File: src/rtl/scan_pkg.sv
package scan_pkg;

    localparam int DEF_COLS     = 120;
    localparam int DEF_LINES    = 32;
    localparam int DEF_SLOW_LEN = 18;
    localparam int DEF_NORM_LEN = 24;

    typedef enum logic [1:0] {
        MUX_16  = 2'b00,
        MUX_32  = 2'b01,
        MUX_33  = 2'b10,
        MUX_RSV = 2'b11
    } mux_e;

    typedef enum logic [1:0] {
        SL_LINE,
        SL_ICON,
        SL_DUMMY,
        SL_BLANK
    } slot_kind_e;

    function automatic bit drives_panel(slot_kind_e k);
        return (k == SL_LINE) || (k == SL_ICON);
    endfunction

endpackage

File: src/rtl/scan_timer.sv
module scan_timer #(
    parameter int SLOW_LEN = 18,
    parameter int NORM_LEN = 24,
    parameter int SLOT_W   = 6
) (
    input  logic              clk,
    input  logic              rst,
    input  logic              tick,
    input  logic              fast_rate,
    input  logic [SLOT_W-1:0] slot_count,
    output logic              boundary,
    output logic [SLOT_W-1:0] next_slot,
    output logic              polarity
);
    localparam int MAX_LEN = (NORM_LEN > SLOW_LEN) ? NORM_LEN : SLOW_LEN;
    localparam int PH_W    = $clog2(MAX_LEN);

    logic [PH_W-1:0]   phase;
    logic [PH_W-1:0]   last_phase;
    logic [SLOT_W-1:0] slot;

    assign last_phase = fast_rate ? PH_W'(NORM_LEN - 1) : PH_W'(SLOW_LEN - 1);
    assign boundary   = tick && (phase >= last_phase);
    assign next_slot  = (slot >= slot_count - SLOT_W'(1)) ? '0 : slot + SLOT_W'(1);

    always_ff @(posedge clk) begin
        if (rst) begin
            phase    <= '0;
            slot     <= '1;
            polarity <= 1'b0;
        end else if (tick) begin
            if (boundary) begin
                phase <= '0;
                slot  <= next_slot;
                if (next_slot == '0)
                    polarity <= ~polarity;
            end else begin
                phase <= phase + PH_W'(1);
            end
        end
    end

endmodule

File: src/rtl/scan_row_map.sv
module scan_row_map
    import scan_pkg::*;
#(
    parameter int LINES  = 32,
    parameter int SLOT_W = 6
) (
    input  logic                     disp_on,
    input  logic                     icon_only,
    input  mux_e                     mux,
    input  logic                     row_rev,
    input  logic [$clog2(LINES)-1:0] scroll,
    input  logic [SLOT_W-1:0]        slot,
    output slot_kind_e               kind,
    output logic [SLOT_W-1:0]        mem_row,
    output logic [SLOT_W-1:0]        com_idx
);
    localparam int LW = $clog2(LINES);

    logic [LW-1:0] line;
    logic [LW-1:0] shifted;
    logic [LW-1:0] placed;
    logic          is_icon;

    assign line    = slot[LW-1:0];
    assign is_icon = (slot == SLOT_W'(LINES));
    assign shifted = line + scroll;
    assign placed  = row_rev ? (LW'(LINES - 1) - line) : line;
    assign mem_row = is_icon ? SLOT_W'(LINES) : SLOT_W'(shifted);
    assign com_idx = is_icon ? SLOT_W'(LINES) : SLOT_W'(placed);

    always_comb begin
        if (!disp_on)
            kind = SL_BLANK;
        else if (is_icon)
            kind = SL_ICON;
        else if (icon_only)
            kind = SL_BLANK;
        else if (mux == MUX_16 && line >= LW'(LINES / 2))
            kind = SL_DUMMY;
        else
            kind = SL_LINE;
    end

endmodule

File: src/rtl/scan_col_map.sv
module scan_col_map #(
    parameter int COLS = 120
) (
    input  logic            col_rev,
    input  logic            keep_order,
    input  logic [COLS-1:0] row_bits,
    output logic [COLS-1:0] seg_bits
);
    logic flip;
    assign flip = col_rev && !keep_order;

    for (genvar k = 0; k < COLS; k++) begin : g_col
        assign seg_bits[k] = flip ? row_bits[COLS-1-k] : row_bits[k];
    end

endmodule

File: src/rtl/row_scan_mapper.sv
module row_scan_mapper
    import scan_pkg::*;
#(
    parameter int COLS     = DEF_COLS,
    parameter int LINES    = DEF_LINES,
    parameter int SLOW_LEN = DEF_SLOW_LEN,
    parameter int NORM_LEN = DEF_NORM_LEN
) (
    input  logic                     clk,
    input  logic                     rst,
    input  logic                     tick,
    input  logic                     disp_on,
    input  logic                     icon_only,
    input  logic [1:0]               mux_sel,
    input  logic                     fast_rate,
    input  logic [$clog2(LINES)-1:0] scroll,
    input  logic                     row_rev,
    input  logic                     col_rev,
    output logic [$clog2(LINES+1)-1:0] mem_row,
    input  logic [COLS-1:0]          mem_data,
    output logic [COLS-1:0]          seg_out,
    output logic [LINES:0]           com_out,
    output logic                     dummy_scan,
    output logic                     frame_pol
);
    localparam int SLOT_W = $clog2(LINES + 1);
    localparam int NCOM   = LINES + 1;

    mux_e              mux;
    logic [SLOT_W-1:0] slot_count;
    logic              boundary;
    logic [SLOT_W-1:0] next_slot;
    slot_kind_e        kind;
    logic [SLOT_W-1:0] com_idx;
    logic [COLS-1:0]   mapped;
    logic [COLS-1:0]   seg_d;
    logic [NCOM-1:0]   com_d;
    logic              drive;

    assign mux        = mux_e'(mux_sel);
    assign slot_count = (icon_only || mux == MUX_33) ? SLOT_W'(NCOM) : SLOT_W'(LINES);

    scan_timer #(
        .SLOW_LEN (SLOW_LEN),
        .NORM_LEN (NORM_LEN),
        .SLOT_W   (SLOT_W)
    ) u_timer (
        .clk        (clk),
        .rst        (rst),
        .tick       (tick),
        .fast_rate  (fast_rate),
        .slot_count (slot_count),
        .boundary   (boundary),
        .next_slot  (next_slot),
        .polarity   (frame_pol)
    );

    scan_row_map #(
        .LINES  (LINES),
        .SLOT_W (SLOT_W)
    ) u_rows (
        .disp_on   (disp_on),
        .icon_only (icon_only),
        .mux       (mux),
        .row_rev   (row_rev),
        .scroll    (scroll),
        .slot      (next_slot),
        .kind      (kind),
        .mem_row   (mem_row),
        .com_idx   (com_idx)
    );

    scan_col_map #(
        .COLS (COLS)
    ) u_cols (
        .col_rev    (col_rev),
        .keep_order (kind == SL_ICON),
        .row_bits   (mem_data),
        .seg_bits   (mapped)
    );

    assign drive = drives_panel(kind);
    assign seg_d = drive ? mapped : '0;

    for (genvar i = 0; i < NCOM; i++) begin : g_com
        assign com_d[i] = drive && (com_idx == SLOT_W'(i));
    end

    always_ff @(posedge clk) begin
        if (rst) begin
            seg_out    <= '0;
            com_out    <= '0;
            dummy_scan <= 1'b0;
        end else if (boundary) begin
            seg_out    <= seg_d;
            com_out    <= com_d;
            dummy_scan <= (kind == SL_DUMMY);
        end
    end

endmodule

File: config.mk
export PLATFORM = sky130hd
export DESIGN_NAME = row_scan_mapper
export DESIGN_NICKNAME = d
export VERILOG_FILES = /design/src/rtl/scan_pkg.sv /design/src/rtl/scan_timer.sv /design/src/rtl/scan_row_map.sv /design/src/rtl/scan_col_map.sv /design/src/rtl/row_scan_mapper.sv
export SDC_FILE = /design/constraint.sdc
export NUM_CORES = 1
export LEC_CHECK = 0
export BUFFER_PORTS_ARGS = -buffer_cell sky130_fd_sc_hd__buf_2
export CORE_UTILIZATION = 35
export CTS_CLUSTER_DIAMETER = 30
export DETAILED_ROUTE_END_ITERATION = 8
export PLACE_DENSITY = 0.59
export SLEW_MARGIN = 25
export SYNTH_ARGS = -nofsm -noshare
export SYNTH_HDL_FRONTEND = slang
export SYNTH_SLANG_ARGS = --single-unit
File: constraint.sdc
create_clock -name clk -period 9.4 [get_ports clk]
set_clock_uncertainty 0.05 [all_clocks]
set_input_delay 1.88 -clock clk [delete_from_list [all_inputs] [get_ports clk]]
set_output_delay 1.88 -clock clk [all_outputs]
set_load 0.02 [all_outputs]
# After elaboration in Yosys (flattened, before gate mapping)
# Index checks and enable logic that the tools add are counted.
# W data, S select, Z words.
# totals
register_bits	166
wordCells	228
rom_bits	0
mem_bits_rw	0
memories	0
latchBits	0
# classes
n_bitwise	1
n_addsub	5
n_mul	0
n_mux	132
n_lt_le_gt_ge	3
n_shift	0
div	0
n_eq_ne	36
n_reduce_logical	45
# op_table
op	n
$mux W1	121
$mux W120	1
$eq A6 B5 Y1 const B	16
$eq A6 B4 Y1 const B	8
$logic_and A1 B1 Y1	36
$eq A6 B3 Y1 const B	4
$mux W6	3
$eq A6 B2 Y1 const B	2
$eq A6 B6 Y1 const B	2
$logic_not A6 Y1	2
$mux W5	2
$mux W2	4
$add A6 B1 Y6 const B	1
$eq A6 B1 Y1 const B	1
$ge A6 B6 Y1	1
$sub A6 B1 Y6 const B	1
$add A5 B1 Y5 const B	1
$add A5 B5 Y5	1
$ge A5 B5 Y1	1
$ge A5 B5 Y1 const B	1
$sub A5 B5 Y5 const A	1
$eq A2 B2 Y1 const B	2
$logic_not A2 Y1	2
$mux W3	1
6 further kinds	7

# Longest topological paths before layout
# logic_depth
ltp_word	17
ltp_mapped	17
ltp_nobuf	16

# Cells and area by module
# Synthesis repeated with hierarchy kept, for this count alone.
# hier_totals
hier_cells	833
area_unflattened_um2	8590.7
# by_module_without_submodules
mod	instances	area_each_um2	cells_each	seq_area_each_um2
row_scan_mapper	1	5242.5	546	3083.0
scan_col_map	1	2109.5	136	0.0
scan_timer	1	924.6	110	240.2
scan_row_map	1	314.1	41	0.0

# Least setup slack after synthesis
# OpenSTA, ideal clock, no wires.
# synth_path
kind	input -> output
from	input port mux_sel[0]
to	output port mem_row[4]
setup_slack_ns	2.520
required_ns	7.470
arrival_ns	4.950
path_buffers	1
cell_stages	15
cell_sequence	inv_1 -> a21o_1 -> inv_1 -> ha_1 -> nand4_1 -> o21ai_1 -> clkbuf_1 -> nor2_1 -> ha_1 -> fa_1 -> a21o_1 -> a21oi_1 -> xor2_1 -> a21oi_1 -> o22ai_1
# synth_via
elab_chain_cells	8
elab_cells_between_ends	9
cone_classes	add/sub: 2; order compare: 1; eq/ne: 2; mux: 3; reduce/logical: 1
# synth_rtl
element	line	source
from (decl)	row_scan_mapper.sv:14	input logic [1:0] mux_sel,
$eq A2 B2 Y1 (*)	row_scan_mapper.sv:41	assign slot_count = (icon_only || mux == MUX_33) ? SLOT_W'(NCOM) : SLOT_W'(LINES);
$logic_or A1 B1 Y1 (*)	row_scan_mapper.sv:41	
$mux W1 (*)	row_scan_mapper.sv:41	
$sub A6 B1 Y6 (*)	scan_timer.sv:24	assign next_slot = (slot >= slot_count - SLOT_W'(1)) ? '0 : slot + SLOT_W'(1);
$ge A6 B6 Y1 (*)	scan_timer.sv:24	
$mux W6 (*)	scan_timer.sv:24	
net next_slot[0]	row_scan_mapper.sv:32	logic [SLOT_W-1:0] next_slot;
$add A5 B5 Y5 / $eq A6 B6 Y1 (equally long branches)	scan_row_map.sv:26, scan_row_map.sv:25	
$mux W6 (*)	scan_row_map.sv:28	assign mem_row = is_icon ? SLOT_W'(LINES) : SLOT_W'(shifted);
to (decl)	row_scan_mapper.sv:19	output logic [$clog2(LINES+1)-1:0] mem_row,
# The timed path passes the listed nets; every way through them passes the cells marked *.

# Final worst setup path
# Same ends and word-level chain as after synthesis.

==> impl_metrics.tcl <==
set metrics [dict create \
    yosysSeqAreaShare 0.437 \
    die_width_um 149 \
    leakagePower_uw 0.00465 \
    vias 7041 \
    hold_depth 2 \
    dpl.hpwl_um 15700 \
    post_cts_resize_count 0 \
    ant_nets 0 \
    async_reset_ff_frac 0 \
    clk_pin_slew_worst_paths_ns 0.07 \
    r2r_setup_slack_ns 4.99 \
    cts_root_buffer "clkbuf_16" \
    holdPathEnd "seg_out[6]$_SDFFE_PP0P_" \
    outcome "complete, no violations" \
    syn_avg_cell_area_um2 8.95 \
    syn_nets 1000 \
    required_ns 7.47 \
    path_max_fanout 18 \
    synthDominantCellAreaShare 0.437 \
    ys_ff_latch 166 \
    finalHoldViolCount 0 \
    floorplan.initialDensity 0.359 \
    die_h_um 149 \
    dieArea_um2 22300 \
    period_share 0.736 \
    syn_inst 850 \
    power_density_nw_per_um2 155 \
    finalSetupViolations 0 \
    hold_class "flip-flop to flip-flop" \
    finish.utilization 0.460 \
    synth_area_um2 7600 \
    worstSetupPathType "primary input to output pin" \
    cts_buffers 17 \
    cts_setup_buffers 0 \
    grt_pass1_wl_um 33400 \
    wl_per_cell_um 15.6 \
    clockBufferDepth 2 \
    drtPass1Iterations 5 \
    viasPerCell 5.04 \
    synth-main-ff-cell "dfxtp_1" \
    multi_input_area_um2 3920 \
    max_cap_viol_count 0 \
    port_buffers 295 \
    max_slew.worst_pin.slew_ns 1.01 \
    worstRegToRegCells 8 \
    fillers 2146 \
    drt_iter0_drc 375 \
    core_um2 21200 \
    min_from "seg_out[6]$_SDFFE_PP0P_" \
    diodes 0 \
    clkSinkCount 166 \
    row_count 53 \
    drive_gt1_frac 0.308 \
    nets 1260 \
    fin_setup_tns_ns 0 \
    r2r_start "u_timer.slot[0]$_SDFFE_PP1P_" \
    peakVddDrop_mv 0.0998 \
    cts.hold.buffers_added 0 \
    fin_crit_ns 6.92 \
    globalplace.congestion 0.802 \
    tritoncts "done" \
    ys_top_cells_by_area "dfxtp_1 (44%), mux2i_1 (16%), nand2_1 (8.2%)" \
    r2r_end "seg_out[115]$_SDFFE_PP0P_" \
    ios 296 \
    critPathArrivalTime_ns 4.99 \
    grt_max_degree 93 \
    yosys.area.top_type "dfxtp_1" \
    overflow 0 \
    synth_edf_count 0 \
    ys_types 58 \
    slew_viol_final 0 \
    grt_pass1_vias 6458 \
    ys_warn_count 0 \
    clock_latency_ns 0.42 \
    antenna_found_initial 0 \
    area_growth_pct 27.9 \
    wirelength_um 21800 \
    holdWs_ns 0.394 \
    max_freq_mhz 145 \
    end_kind "output pin" \
    grtUsageTotal 0.191 \
    drt_drc_violations_left 0 \
    htree_levels 4 \
    regArea_um2 3320 \
    crit_path_start_kind "primary input" \
    maxSlewHeadroom 0.327 \
    rsz0062_at_grt "no" \
]
[state kept, by name (all words and copies together) (netlist names)]
register and flops:
com_out 33, u_timer.slot 6, seg_out 120, u_timer.polarity 1, u_timer.phase 5, dummy_scan 1
[synthesized netlist by cell type (4+ instances only)]
library cell / n
a211o_1: 6
a21o_1: 4
a21oi_1: 18
a32o_1: 4
and2_1: 4
buf_2: 11
buf_4: 5
buf_6: 10
clkbuf_1: 33
dfxtp_1: 166
ha_1: 14
inv_1: 10
mux2i_1: 124
nand2_1: 166
nand3_1: 11
nand4_1: 5
nor2_1: 27
nor3_1: 10
o21ai_0: 16
o21ai_1: 122
o31ai_1: 17
xor2_1: 8
[per-stage QoR]
| stage | cell area, um2 | total power (uW) | instances | setup slack (ns) |
|---|---|---|---|---|
| after floorplan | 7600 | 802 | 850 | 2.52 |
| after global placement | 9170 | 850 | 1366 | 2.55 |
| after detailed placement | 9170 | 851 | 1366 | 2.49 |
| after CTS | 9730 | 1530 | 1398 | 2.48 |
| after global routing | 9730 | 1570 | 1398 | 2.16 |
| final | 9730 | 1510 | 1398 | 2.48 |
[critical path: stages]
cell and delay (ns):
buf_2 0.10, inv_1 0.04, a21o_1 0.20, inv_1 0.09, ha_1 0.32, nand2_1 0.06
o21a_1 0.22, o21ai_1 0.08, buf_4 0.24, nor2_1 0.06, ha_1 0.23, fa_1 0.40
a21o_1 0.17, a21oi_1 0.16, xor2_1 0.24, nor2_1 0.07, a21oi_1 0.13, o22ai_1 0.08
buf_2 0.18
[final cells by class]
type / instances / area share
sequential: 166 / 0.342
clock buffer: 18 / 0.0441
clock inverter: 14 / 0.0138
multi-input combinational: 613 / 0.403
timing repair buffer: 302 / 0.158
tap: 275 / 0.0354
inverter: 10 / 0.00386
[metal layers]
layer  routed length (um)  vias to the layer above  global-route usage
met4                  403                        0              0.0663
met1                 9670                     3251               0.241
met5                    0                        -                   0
met3                 1690                       29              0.0544
met2                10000                      246               0.307
li1                     -                     3515                   -
[cell usage in the layout, fill, tap and decap left out, types with 4 or more instances in the layout]
cell	instances
a21o_1	4
buf_2	295
a32o_1	4
nand4_1	5
a21oi_1	18
nor2_1	26
inv_8	4
a211o_1	6
xor2_1	8
dfxtp_1	166
mux2i_1	124
nand3_1	11
buf_4	6
o21ai_0	16
clkinvlp_4	5
nor3_1	10
clkbuf_16	17
o21ai_1	122
o31ai_1	17
and2_1	4
nand2_1	166
inv_1	10
ha_1	14
[report_power, final]
part / leakage [uW] / internal [uW] / total, uW / switching (uW)
Combinational: 0.00306 / 56.8 / 130 / 73.5
Clock: 0.000260 / 350 / 672 / 322
Sequential: 0.00134 / 703 / 704 / 0.715
Total: 0.00465 / 1110 / 1510 / 396
[worst max path at each step]
stage                     startpoint         end
after floorplan           mux_sel[0]  mem_row[4]
after global placement    mux_sel[0]  mem_row[4]
after detailed placement  mux_sel[0]  mem_row[4]
after CTS                 mux_sel[0]  mem_row[4]
after global routing      mux_sel[0]  mem_row[4]
final                     mux_sel[0]  mem_row[4]
[cells by family (layout without fill, tap and decap cells)]
group                      Yosys count  count (layout)  synth area share
DFF                                166             166             0.437
buffers and inverters               71             344            0.0507
and+or+nand+nor                    247             247             0.139
AOI/OAI and AO/OA                  212             212             0.163
muxes                              128             128             0.172
adders and majority gates           15              15            0.0257
xor gates and xnor gates            11              11            0.0127
(Power assumes the default switching activity.)
